`src/rtl/rim_pkg.sv`:
```
package rim_pkg;

   // Configuration register select
   typedef enum logic {
      CFG_BASE = 1'b0,
      CFG_CTRL = 1'b1
   } cfg_sel_e;

   // Bit position of the enable flag in the control register
   localparam int CTRL_EN_BIT = 0;

   // Arbitration variants
   localparam int ARB_FIXED = 0;
   localparam int ARB_ROUND_ROBIN = 1;

endpackage

```
`src/rtl/rim_cfg_regs.sv`:
```
module rim_cfg_regs
   import rim_pkg::*;
#(
   parameter int ADDR_W = 32
) (
   input  logic              clk,
   input  logic              rst_n,
   input  logic              cfg_we,
   input  logic              cfg_sel,
   input  logic [ADDR_W-1:0] cfg_wdata,
   output logic [ADDR_W-1:0] base_q,
   output logic              en_q
);

   always_ff @(posedge clk or negedge rst_n) begin
      if (!rst_n) begin
         base_q <= '0;
         en_q   <= 1'b0;
      end else if (cfg_we) begin
         if (cfg_sel_e'(cfg_sel) == CFG_BASE) begin
            base_q <= cfg_wdata;
         end else begin
            en_q <= cfg_wdata[CTRL_EN_BIT];
         end
      end
   end

endmodule

```
`src/rtl/rim_slot_bank.sv`:
```
module rim_slot_bank #(
   parameter int NUM_ENG = 12,
   parameter int IDX_W   = 16
) (
   input  logic                     clk,
   input  logic                     rst_n,
   input  logic                     en,
   input  logic [NUM_ENG-1:0]       upd_valid,
   input  logic [NUM_ENG*IDX_W-1:0] upd_idx,
   input  logic [NUM_ENG-1:0]       take_vec,
   output logic [NUM_ENG-1:0]       pend,
   output logic [NUM_ENG*IDX_W-1:0] val_flat
);

   for (genvar g = 0; g < NUM_ENG; g++) begin : g_slot
      logic             pend_q;
      logic [IDX_W-1:0] val_q;

      // Newest value always overwrites; issue clears the flag unless a
      // fresh update lands on the same edge.
      always_ff @(posedge clk or negedge rst_n) begin
         if (!rst_n) begin
            pend_q <= 1'b0;
            val_q  <= '0;
         end else if (!en) begin
            pend_q <= 1'b0;
         end else if (upd_valid[g]) begin
            pend_q <= 1'b1;
            val_q  <= upd_idx[g*IDX_W +: IDX_W];
         end else if (take_vec[g]) begin
            pend_q <= 1'b0;
         end
      end

      assign pend[g] = pend_q;
      assign val_flat[g*IDX_W +: IDX_W] = val_q;
   end

endmodule

```
`src/rtl/rim_rr_arb.sv`:
```
module rim_rr_arb
   import rim_pkg::*;
#(
   parameter int NUM_ENG = 12,
   parameter int ARB_KIND = ARB_ROUND_ROBIN,
   localparam int ENG_W = $clog2(NUM_ENG)
) (
   input  logic               clk,
   input  logic               rst_n,
   input  logic [NUM_ENG-1:0] req,
   input  logic               adv,
   output logic [NUM_ENG-1:0] gnt,
   output logic [ENG_W-1:0]   gnt_idx,
   output logic               gnt_any
);

   logic [NUM_ENG-1:0] cand;

   if (ARB_KIND == ARB_ROUND_ROBIN) begin : g_rr
      logic [ENG_W-1:0]   last_q;
      logic [NUM_ENG-1:0] upper;

      always_comb begin
         for (int i = 0; i < NUM_ENG; i++) begin
            upper[i] = req[i] && (i > int'(last_q));
         end
         cand = (|upper) ? upper : req;
      end

      always_ff @(posedge clk or negedge rst_n) begin
         if (!rst_n) begin
            last_q <= ENG_W'(NUM_ENG - 1);
         end else if (adv && gnt_any) begin
            last_q <= gnt_idx;
         end
      end
   end else begin : g_fixed
      assign cand = req;
   end

   // Lowest set bit of the candidate set
   always_comb begin
      gnt     = '0;
      gnt_idx = '0;
      for (int i = NUM_ENG - 1; i >= 0; i--) begin
         if (cand[i]) begin
            gnt     = '0;
            gnt[i]  = 1'b1;
            gnt_idx = ENG_W'(i);
         end
      end
      gnt_any = |cand;
   end

endmodule

```
`src/rtl/rim_wr_port.sv`:
```
module rim_wr_port #(
   parameter int ADDR_W = 32,
   parameter int IDX_W  = 16,
   parameter int ENG_W  = 4
) (
   input  logic              clk,
   input  logic              rst_n,
   input  logic              issue,
   input  logic [ENG_W-1:0]  eng,
   input  logic [ADDR_W-1:0] base,
   input  logic [IDX_W-1:0]  data,
   input  logic              mem_ack,
   output logic              mem_req,
   output logic [ADDR_W-1:0] mem_addr,
   output logic [IDX_W-1:0]  mem_data,
   output logic              busy
);

   logic [ADDR_W-1:0] slot_off;

   // Half-word slots: byte offset is twice the engine number
   assign slot_off = ADDR_W'(eng) << 1;

   always_ff @(posedge clk or negedge rst_n) begin
      if (!rst_n) begin
         mem_req  <= 1'b0;
         mem_addr <= '0;
         mem_data <= '0;
      end else if (mem_req) begin
         if (mem_ack) begin
            mem_req <= 1'b0;
         end
      end else if (issue) begin
         mem_req  <= 1'b1;
         mem_addr <= base + slot_off;
         mem_data <= data;
      end
   end

   assign busy = mem_req;

endmodule

```
`src/rtl/read_index_mirror.sv`:
```
module read_index_mirror
   import rim_pkg::*;
#(
   parameter int NUM_ENG  = 12,
   parameter int IDX_W    = 16,
   parameter int ADDR_W   = 32,
   parameter int ARB_KIND = ARB_ROUND_ROBIN
) (
   input  logic                     clk,
   input  logic                     rst_n,
   input  logic                     cfg_we,
   input  logic                     cfg_sel,
   input  logic [ADDR_W-1:0]        cfg_wdata,
   input  logic [NUM_ENG-1:0]       upd_valid,
   input  logic [NUM_ENG*IDX_W-1:0] upd_idx,
   output logic                     mem_req,
   output logic [ADDR_W-1:0]        mem_addr,
   output logic [IDX_W-1:0]         mem_data,
   input  logic                     mem_ack
);

   localparam int ENG_W = $clog2(NUM_ENG);

   // Elaboration-time parameter checks
   if (NUM_ENG < 2) begin : g_chk_eng
      $error("read_index_mirror: NUM_ENG must be at least 2");
   end
   if (IDX_W < 1 || IDX_W > 16) begin : g_chk_idx
      $error("read_index_mirror: IDX_W must fit a half-word slot");
   end
   if (ADDR_W < ENG_W + 2) begin : g_chk_addr
      $error("read_index_mirror: ADDR_W too narrow for the region");
   end
   if (ARB_KIND != ARB_FIXED && ARB_KIND != ARB_ROUND_ROBIN) begin : g_chk_arb
      $error("read_index_mirror: unknown ARB_KIND");
   end

   logic [ADDR_W-1:0]        base_q;
   logic                     en_q;
   logic [NUM_ENG-1:0]       pend_vec;
   logic [NUM_ENG*IDX_W-1:0] val_flat;
   logic [NUM_ENG-1:0]       gnt_vec;
   logic [ENG_W-1:0]         gnt_idx;
   logic                     gnt_any;
   logic                     port_busy;
   logic                     take;
   logic [NUM_ENG-1:0]       take_vec;
   logic [IDX_W-1:0]         sel_val;

   rim_cfg_regs #(.ADDR_W(ADDR_W)) u_cfg (
      .clk      (clk),
      .rst_n    (rst_n),
      .cfg_we   (cfg_we),
      .cfg_sel  (cfg_sel),
      .cfg_wdata(cfg_wdata),
      .base_q   (base_q),
      .en_q     (en_q)
   );

   rim_slot_bank #(.NUM_ENG(NUM_ENG), .IDX_W(IDX_W)) u_slots (
      .clk      (clk),
      .rst_n    (rst_n),
      .en       (en_q),
      .upd_valid(upd_valid),
      .upd_idx  (upd_idx),
      .take_vec (take_vec),
      .pend     (pend_vec),
      .val_flat (val_flat)
   );

   rim_rr_arb #(.NUM_ENG(NUM_ENG), .ARB_KIND(ARB_KIND)) u_arb (
      .clk    (clk),
      .rst_n  (rst_n),
      .req    (pend_vec),
      .adv    (take),
      .gnt    (gnt_vec),
      .gnt_idx(gnt_idx),
      .gnt_any(gnt_any)
   );

   assign take     = gnt_any && en_q && !port_busy;
   assign take_vec = take ? gnt_vec : '0;
   assign sel_val  = val_flat[gnt_idx*IDX_W +: IDX_W];

   rim_wr_port #(.ADDR_W(ADDR_W), .IDX_W(IDX_W), .ENG_W(ENG_W)) u_port (
      .clk     (clk),
      .rst_n   (rst_n),
      .issue   (take),
      .eng     (gnt_idx),
      .base    (base_q),
      .data    (sel_val),
      .mem_ack (mem_ack),
      .mem_req (mem_req),
      .mem_addr(mem_addr),
      .mem_data(mem_data),
      .busy    (port_busy)
   );

endmodule

```
`config.mk`:
```
export PLATFORM = sky130hd
export DESIGN_NAME = read_index_mirror
export DESIGN_NICKNAME = d
export VERILOG_FILES = /design/src/rtl/rim_pkg.sv /design/src/rtl/rim_cfg_regs.sv /design/src/rtl/rim_slot_bank.sv /design/src/rtl/rim_rr_arb.sv /design/src/rtl/rim_wr_port.sv /design/src/rtl/read_index_mirror.sv
export SDC_FILE = /design/constraint.sdc
export NUM_CORES = 1
export LEC_CHECK = 0
export ABC_AREA = 1
export BUFFER_PORTS_ARGS = -buffer_cell sky130_fd_sc_hd__buf_2
export CAP_MARGIN = 20
export CORE_ASPECT_RATIO = 1.25
export CORE_UTILIZATION = 55
export DETAILED_ROUTE_END_ITERATION = 10
export PLACE_DENSITY = 0.8
export SETUP_SLACK_MARGIN = 0.4
export SKIP_CTS_REPAIR_TIMING = 1
export SYNTH_ARGS = -nofsm -noshare
export SYNTH_HDL_FRONTEND = slang
export SYNTH_SLANG_ARGS = --single-unit
```
`constraint.sdc`:
```
create_clock -name clk -period 5.2 [get_ports clk]
set_clock_uncertainty 0.05 [all_clocks]
set_input_delay 0.52 -clock clk [delete_from_list [all_inputs] [get_ports clk]]
set_output_delay 0.52 -clock clk [all_outputs]
set_load 0.01 [all_outputs]
```
# Yosys cells after proc, flatten, opt, wreduce, memory -nomap -nowiden
# Index checks and enable logic that the tools add are counted.
totals:
  input_bits: 241
  register_bits: 290
  out_inout_bits: 49
  word_cells: 154
op_classes:
  n_eq_ne: 12
  n_addsub: 1
  bitwise_logic: 2
  mux: 65
  shift: 1
  n_reduce_logical: 32
  magnitude_cmp: 11
op_table:
  columns: ["cell", "count"]
  rows:
  - ["$shiftx 192x9->16", 1]
  - ["$mux 12", 14]
  - ["$mux 4", 12]
  - ["$mux 1", 39]
  - ["$ne 3x3->1 const B", 12]
  - ["$add 32x5->32", 1]
  - ["$reduce_and 2->1", 15]
  - ["$gt 3x4->1 const A", 4]
  - ["$gt 4x4->1 const A", 4]
  - ["$logic_and 1x1->1", 14]
  - ["$reduce_or 12->1", 1]
  - ["$reduce_or 11->1", 1]
  - ["$gt 2x4->1 const A", 2]
  - ["$gt 1x4->1 const A", 1]
  - ["$not 1->1", 2]
  - ["$logic_not 1->1", 1]

# Logic depth before layout (Yosys ltp)
# Gate-level depths: netlist of the first run.
depth:
  ltp_word: 20
  ltp_mapped: 36
  ltp_nobuf: 33

# Hierarchy
# Synthesis of the first run repeated with hierarchy kept, for this count alone.
hier_totals:
  hier_cells: 2143
  area_unflattened_um2: 15483.6
modules_own_cells:
  columns: ["mod", "cells_each", "instances", "seq_area_each_um2", "area_per_inst_um2"]
  rows:
  - ["rim_slot_bank", 900, 1, 5104.9, 8171.6]
  - ["rim_wr_port", 422, 1, 1226.2, 2905.3]
  - ["read_index_mirror", 549, 1, 0.0, 2344.7]
  - ["rim_cfg_regs", 145, 1, 825.8, 1336.3]
  - ["rim_rr_arb", 127, 1, 103.8, 725.7]

# Least setup slack after synthesis of the first run
# OpenSTA, ideal clock, no wires.
synth_path:
  path_type: "register to register"
  startpoint: "reg u_arb.g_rr.last_q[3]"
  endpoint: "reg u_port.mem_addr[29]"
  required_ns: 5.027
  arrival_ns: 4.348
  setup_ns: 0.123
  n_path_buf: 3
  path_slack_ns: 0.678
  path_stages_with_launch: 35
  synth_period_minus_slack_ns: 4.522
  path_cell_list: "dfstp_2 buf_4 nor2_2 nand2_1 nand2_1 nor2_1 nand2_1 nor2_4 nand2_4 o21ai_1 and2_4 nor2_2 nand2_1 nand2_2 nand2_2 buf_6 buf_6 ha_1 inv_1 fa_1 o21ai_1 nand2_1 nor2_1 nand3_1 nor2_1 nand3_1 inv_1 nand2_1 nor2_1 nand3_1 nor2_1 nand2_1 nor3_1 xnor2_1 o21ai_1"
synth_between:
  elab_chain_len: 17
  word_cells_on_any_way: 41
  cone_classes: "add/sub: 1; order compare: 11; mux: 13; reduce/logical: 16"
synth_rtl:
  columns: ["element", "line", "rtl"]
  rows:
  - ["start, declared", "rim_rr_arb.sv:20", "logic [ENG_W-1:0] last_q;"]
  - ["start signal, assigned", "rim_rr_arb.sv:32", "last_q <= ENG_W'(NUM_ENG - 1);"]
  - ["start signal, assigned", "rim_rr_arb.sv:34", "last_q <= gnt_idx;"]
  - ["$gt 1x4->1, or another cell as far along", "rim_rr_arb.sv:25", "upper[i] = req[i] && (i > int'(last_q));"]
  - ["$logic_and 1x1->1", "rim_rr_arb.sv:25", null]
  - ["$reduce_or 11->1", "rim_rr_arb.sv:27", "cand = (|upper) ? upper : req;"]
  - ["$mux 12 *", "rim_rr_arb.sv:27", null]
  - ["$mux 4 (11 in series)", "rim_rr_arb.sv:46", "if (cand[i]) begin"]
  - ["$mux 4 *", "rim_rr_arb.sv:46", null]
  - ["via gnt_idx[0]", "read_index_mirror.sv:43", "logic [ENG_W-1:0] gnt_idx;"]
  - ["$add 32x5->32 *", "rim_wr_port.sv:35", "mem_addr <= base + slot_off;"]
  - ["end signal, assigned", "rim_wr_port.sv:35", null]
  - ["end, declared", "rim_wr_port.sv:14", "output logic [ADDR_W-1:0] mem_addr,"]
# The timed path passes the listed nets; every way through them passes the cells marked *.
# A chain may end at the register's enable or synchronous reset.

# Final worst setup path of the first run
layout_path:
  startpoint: "reg u_arb.g_rr.last_q[3]"
  endpoint: "reg u_port.mem_addr[25]"
layout_between:
  elab_chain_len: 17
  word_cells_on_any_way: 41
  cone_classes: "add/sub: 1; order compare: 11; mux: 13; reduce/logical: 16"
layout_rtl:
  columns: ["element", "line"]
  rows:
  - ["$gt 1x4->1, or another cell as far along", "rim_rr_arb.sv:25"]
  - ["$logic_and 1x1->1", "rim_rr_arb.sv:25"]
  - ["$reduce_or 11->1", "rim_rr_arb.sv:27"]
  - ["$mux 12 *", "rim_rr_arb.sv:27"]
  - ["$mux 4 (12 in series)", "rim_rr_arb.sv:46"]
  - ["$add 32x5->32", "rim_wr_port.sv:35"]
# Mark *: on every way between the ends. The rest lies on a longest branch, timed or not.

==> flow_summary.json, run 1 <==
{
  "die_h_um": 180,
  "clk_latency_ns": 0.55,
  "synth.avg_cell_area_um2": 8.64,
  "cpLargestDelayFamily": "simple AND/OR/NAND/NOR gates",
  "drt_iter0_markers": 1015,
  "yosysSeqAreaShare_pct": 51.9,
  "grt_pass1_vias": 12010,
  "maxCapViolCount": 0,
  "final_max_slew_viol_count": 0,
  "via_per_inst": 5.54,
  "synth_cell_types": 40,
  "ant_nets": 0,
  "synthToLayoutAreaGrowth_pct": 20.7,
  "p_total_mw": 10.1,
  "io_buffer_count": 289,
  "worstSetupStartpointType": "register",
  "antenna_found_initial": 1,
  "routedWlPerCell_um": 17.9,
  "vias": 12369,
  "r2r_start": "u_arb.g_rr.last_q[3]",
  "cpMaxStageDelayCell": "dfstp_2",
  "firstDrtPassIters": 6,
  "final_core_util_pct": 68.2,
  "finalHoldViolCount": 12,
  "initial_core_util_pct": 56.6,
  "nets": 2127,
  "routed_wl_um": 40000,
  "cts_root_buf": "clkbuf_16",
  "clkTransAtPathRegs_ns": 0.06,
  "num_rows": 64,
  "yosysTopAreaCellShare_pct": 51.3,
  "cts_max_path_buffers": 3,
  "hpwlAfterDp_um": 26900,
  "startpoint": "u_arb.g_rr.last_q[3]",
  "critPathMaxStageDelay_ns": 0.62,
  "core_area_um2": 24700,
  "h-tree-depth": 1,
  "die-area_um2": 26100,
  "cp_max_fo": 8,
  "fin_tns_setup_ns": 0,
  "grt_pass1_wl_um": 62000,
  "synthTopCellsByArea": "dfrtp_1, nand3_1, mux2_2",
  "drive_gt1_share_pct": 26.7,
  "grt_max_degree": 146,
  "finalSetupViolCount": 0,
  "numCtsBuffers": 29,
  "cp_common_cell": "nand2_1",
  "die_x_um": 145,
  "cp.arrival_ns": 4.95,
  "gr-total-overflow": 0,
  "vdd_drop_max_uv": 826,
  "crit_type": "register to register",
  "slew_headroom_pct": 23.3,
  "hold_ws_ns": -0.0613,
  "synthCells": 1619,
  "critPathRequiredTime_ns": 5.55,
  "gp_congestion": 0.919,
  "fmax_mhz": 217,
  "cp-end-kind": "register",
  "track_usage_pct": 30.5,
  "powerDensity_nw_per_um2": 599,
  "status": "finished, violations left",
  "tightest_slew_ns": 1.15,
  "p_leak_nw": 8.56,
  "pin_count": 290,
  "yosys_register_bits": 290,
  "layout_min_cycle_time_ns": 4.60,
  "rsz0062_at_grt": "false",
  "synth_top_cell_by_area": "dfrtp_1",
  "tritoncts": "built",
  "syn_nets": 1865,
  "cp_num_buf_inv": 1,
  "fin_crit_sh_pct": 88.5,
  "cts.sinks": 290,
  "yosys_warnings": 0,
  "netlist_area_um2": 14000,
  "hold_class": "primary input to async pin",
  "violations": "hold timing",
  "drc": 0
}
## through the flow
stage	cell area, um2	instances	setup WS (ns)	hold WS, ns
6_report	16900	2231	0.600	-0.0613
2_1_floorplan	14000	1619	0.678	0.174
4_1_cts	16600	2211	0.123	0.00955
3_5_place_dp	15600	2161	0.158	0.414
5_1_grt	16900	2230	0.234	0.0306
3_3_place_gp	15600	2161	0.263	0.407
## where the power goes
group	switching, mW	leakage [nW]	internal, mW
clock	0.883	0.494	1.31
sequential	0.310	3.29	2.81
combinational	3.20	4.78	1.60
total	4.39	8.56	5.73
## Yosys cell counts, drive strengths merged
| cell type | count |
|---|---|
| a21o | 1 |
| a21oi | 150 |
| a31oi | 2 |
| and2 | 2 |
| buf | 35 |
| clkbuf | 54 |
| dfrtp | 287 |
| dfstp | 3 |
| fa | 1 |
| ha | 4 |
| inv | 174 |
| mux2 | 98 |
| nand2 | 252 |
| nand3 | 266 |
| nand3b | 17 |
| nand4 | 6 |
| nor2 | 179 |
| nor3 | 12 |
| nor3b | 1 |
| nor4 | 1 |
| o211ai | 2 |
| o21ai | 47 |
| o31ai | 4 |
| or2 | 1 |
| xnor2 | 5 |
| xor2 | 15 |
## flip-flops by register name, indices dropped and copies added (netlist names)
signal	count
u_slots.g_slot.pend_q	12
u_arb.g_rr.last_q	4
u_port.mem_addr	32
u_cfg.base_q	32
u_port.mem_data	16
u_cfg.en_q	1
u_slots.g_slot.val_q	192
u_port.busy	1
## placed cells by master, fill, tap and decap left out, drive strengths merged
master / instances
a21o: 1
a21oi: 150
a31oi: 2
and2: 2
buf: 319
bufinv: 4
clkbuf: 39
clkinv: 7
clkinvlp: 1
dfrtp: 287
dfstp: 3
diode: 1
fa: 1
ha: 4
inv: 174
mux2: 98
nand2: 252
nand3: 266
nand3b: 17
nand4: 6
nor2: 179
nor3: 12
nor3b: 1
nor4: 1
o211ai: 2
o21ai: 47
o31ai: 4
or2: 1
xnor2: 5
xor2: 15
## layout make-up
type	instances	area, um2
clock buffer	38	830
multi-input combinational	1066	5770
sequential	290	7260
clock inverter	12	166
tap	330	413
fill	1966	7860
antenna	1	2.50
inverter	174	653
timing repair buffer	320	1790
## routing by layer
layer | routed length [um] | share of wire, % | GRT usage (%)
met1 | 16000 | 40 | 39.9
met2 | 19700 | 49 | 50.5
met3 | 2590 | 6.5 | 4.41
met4 | 1690 | 4.2 | 12.2
met5 | 0 | 0 | 0
## final timing paths
check	end	slack, ns	cells after the start
hold / removal	u_slots.g_slot[10].val_q[12]	-0.06	1
min in group clk	u_port.busy	0.09	2
setup / recovery	u_port.mem_addr[25]	0.60	29
setup reg to reg	u_port.mem_addr[25]	0.60	29
max in group asynchronous	u_slots.g_slot[3].val_q[2]	3.87	2
hold reg to reg	u_port.mem_addr[0]	0.43	2
## logic make-up after synthesis
group / synth area share (%)
muxes: 7.88
AOI/OAI and AO/OA: 7.59
DFF: 51.9
adders and majority gates: 0.501
and+or+nand+nor: 23.3
buffers and inverters: 7.60
xor gates and xnor gates: 1.25
## worst register-to-register path, delay by kind of cell (launching register included)
| family | cells | cell delay (ns) |
|---|---|---|
| AO/OA/AOI/OAI | 3 | 0.52 |
| buffers and inverters | 1 | 0.08 |
| adder cells (fa/ha/maj) | 1 | 0.40 |
| flip-flops | 1 | 0.62 |
| XOR/XNOR | 1 | 0.15 |
| AND/OR/NAND/NOR | 23 | 2.65 |
(Power assumes the default switching activity.)
==> run 2, diff against run 1 <==
--- a/config.mk
+++ b/config.mk
@@ -9,6 +9,7 @@
 export BUFFER_PORTS_ARGS = -buffer_cell sky130_fd_sc_hd__buf_2
 export CAP_MARGIN = 20
 export CORE_ASPECT_RATIO = 1.25
+export CORE_MARGIN = 1.5
 export CORE_UTILIZATION = 55
 export DETAILED_ROUTE_END_ITERATION = 10
 export PLACE_DENSITY = 0.8
==> run 2 against run 1 <==
Compared with the run above: the run now ends clean; clock power grew 6%; total power grew 0.47%; cell area grew 0.56%; routed wire length grew 0.40%; register-to-register slack gained 0.096 ns; critical path type unchanged; largest cell class unchanged.
==> flow_summary.json, run 2 (synthesized netlist as in run 1, its figures left out) <==
{
  "slew_headroom_pct": 23.7,
  "p_int_mw": 5.79,
  "vdd_drop_max_uv": 826,
  "via_per_inst": 5.54,
  "cp-end-kind": "register",
  "hold_class": "primary input to register",
  "cpMaxStageDelayCell": "dfstp_2",
  "grt_pass1_wl_um": 62500,
  "cp.arrival_ns": 4.86,
  "crit_type": "register to register",
  "initial_core_util_pct": 55.7,
  "cts_root_buf": "clkbuf_16",
  "routed_wl_um": 40200,
  "cp_common_cell": "nand2_1",
  "reg.largest.list": "u_slots.g_slot.val_q: 192 flops, u_cfg.base_q: 32 flops, u_port.mem_addr: 32 flops",
  "largest_reg_flops": 192,
  "pin_count": 290,
  "worstSetupStartpointType": "register",
  "cts.sinks": 290,
  "antenna_found_initial": 1,
  "gp_congestion": 0.927,
  "nets": 2125,
  "core_area_um2": 25100,
  "numCtsBuffers": 29,
  "clkTransAtPathRegs_ns": 0.06,
  "p_leak_nw": 8.59,
  "die-area_um2": 26400,
  "io_buffer_count": 289,
  "clock_power_share_pct": 22.9,
  "switchingPower_mw": 4.37,
  "tightest_slew_ns": 1.14,
  "cp_max_fo": 7,
  "drive_gt1_share_pct": 26.5,
  "finalSetupViolCount": 0,
  "power_frac_seq_pct": 30.8,
  "drc": 0,
  "powerDensity_nw_per_um2": 598,
  "hpwlAfterDp_um": 27300,
  "rsz0062_at_grt": "false",
  "fin_tns_setup_ns": 0,
  "cts_max_path_buffers": 3,
  "fmax_mhz": 222,
  "status": "finished, final reports clean",
  "die_h_um": 181,
  "grt_max_degree": 108,
  "grt_pass1_vias": 12162,
  "final_cell_mix": "buf_2, dfrtp_1, nand3_1",
  "final_max_slew_viol_count": 0,
  "critPathRequiredTime_ns": 5.56,
  "largest_register": "u_slots.g_slot.val_q",
  "routedWlPerCell_um": 17.9,
  "ant_nets": 0,
  "track_usage_pct": 29.8,
  "switching_share_pct": 43.0,
  "die_x_um": 146,
  "clk_latency_ns": 0.56,
  "synthToLayoutAreaGrowth_pct": 21.3,
  "p_total_mw": 10.2,
  "gr-total-overflow": 0,
  "vias": 12405,
  "tritoncts": "built",
  "drt_iter0_markers": 826,
  "layout_min_cycle_time_ns": 4.50,
  "firstDrtPassIters": 5,
  "finalHoldViolCount": 0,
  "fin_crit_sh_pct": 86.6,
  "maxCapViolCount": 0,
  "num_rows": 65,
  "p_comb_share_pct": 46.3,
  "critPathMaxStageDelay_ns": 0.60,
  "h-tree-depth": 1,
  "layout_commonest_cell": "buf_2"
}
==> run 2: area by class of cell <==
class / instances / area (um2)
inverter: 174 / 653
clock buffer: 43 / 858
clock inverter: 11 / 215
timing repair buffer: 318 / 1800
antenna: 1 / 2.50
fill: 1977 / 8150
multi-input combinational: 1066 / 5770
sequential: 290 / 7260
tap: 335 / 419
==> run 2: final timing paths <==
kind	startpoint	endpoint	slack [ns]	cells after the start
worst max-delay path	u_arb.g_rr.last_q[3]	u_port.mem_addr[25]	0.70	31
worst max register to register	u_arb.g_rr.last_q[3]	u_port.mem_addr[25]	0.70	31
max in group asynchronous	rst_n	u_slots.g_slot[11].val_q[0]	3.46	3
worst min-delay path	mem_ack	u_port.busy	0.12	2
worst min register to register	u_port.mem_addr[0]	u_port.mem_addr[0]	0.43	2
min in group asynchronous	rst_n	u_slots.g_slot[3].val_q[11]	0.54	2
==> run 2: stage by stage <==
step | utilization (%) | worst slack (ns) | instance area [um2] | std cells | hold slack, ns
2_1_floorplan | - | 0.678 | 14000 | 1619 | 0.174
3_3_place_gp | 62.0 | 0.257 | 15600 | 2167 | 0.406
3_5_place_dp | 62.0 | 0.152 | 15600 | 2167 | 0.411
4_1_cts | 66.3 | 0.144 | 16700 | 2221 | -0.0274
5_1_grt | 67.6 | 0.318 | 17000 | 2237 | 0.129
6_report | 67.6 | 0.696 | 17000 | 2238 | 0.124
==> run 2: power groups by stage <==
| stage | combinational, mW | sequential, mW | clock, mW |
|---|---|---|---|
| 2_1_floorplan | 3.06 | 3.15 | 0 |
| 4_1_cts | 4.50 | 3.12 | 2.36 |
| 3_5_place_dp | 4.49 | 3.15 | 0 |
| 5_1_grt | 5.13 | 3.19 | 2.44 |
| 6_report | 4.71 | 3.13 | 2.33 |
| 3_3_place_gp | 4.42 | 3.14 | 0 |
==> run 2: critical path, delay by kind of cell (launching register included) <==
family	cells	cell delay (ns)
buffers and inverters	2	0.15
adders and majority gates	2	0.55
AOI/OAI and AO/OA	3	0.43
and+or+nand+nor	23	2.46
xor gates and xnor gates	1	0.14
DFF	1	0.60
==> run 2: per-layer routing <==
layer / up-vias / GRT usage, % / share of wire, %
met5: - / 0 / 0
met1: 5887 / 37.0 / 39
li1: 5816 / - / -
met2: 571 / 49.1 / 48
met3: 131 / 5.66 / 7.6
met4: 0 / 16.3 / 5.5
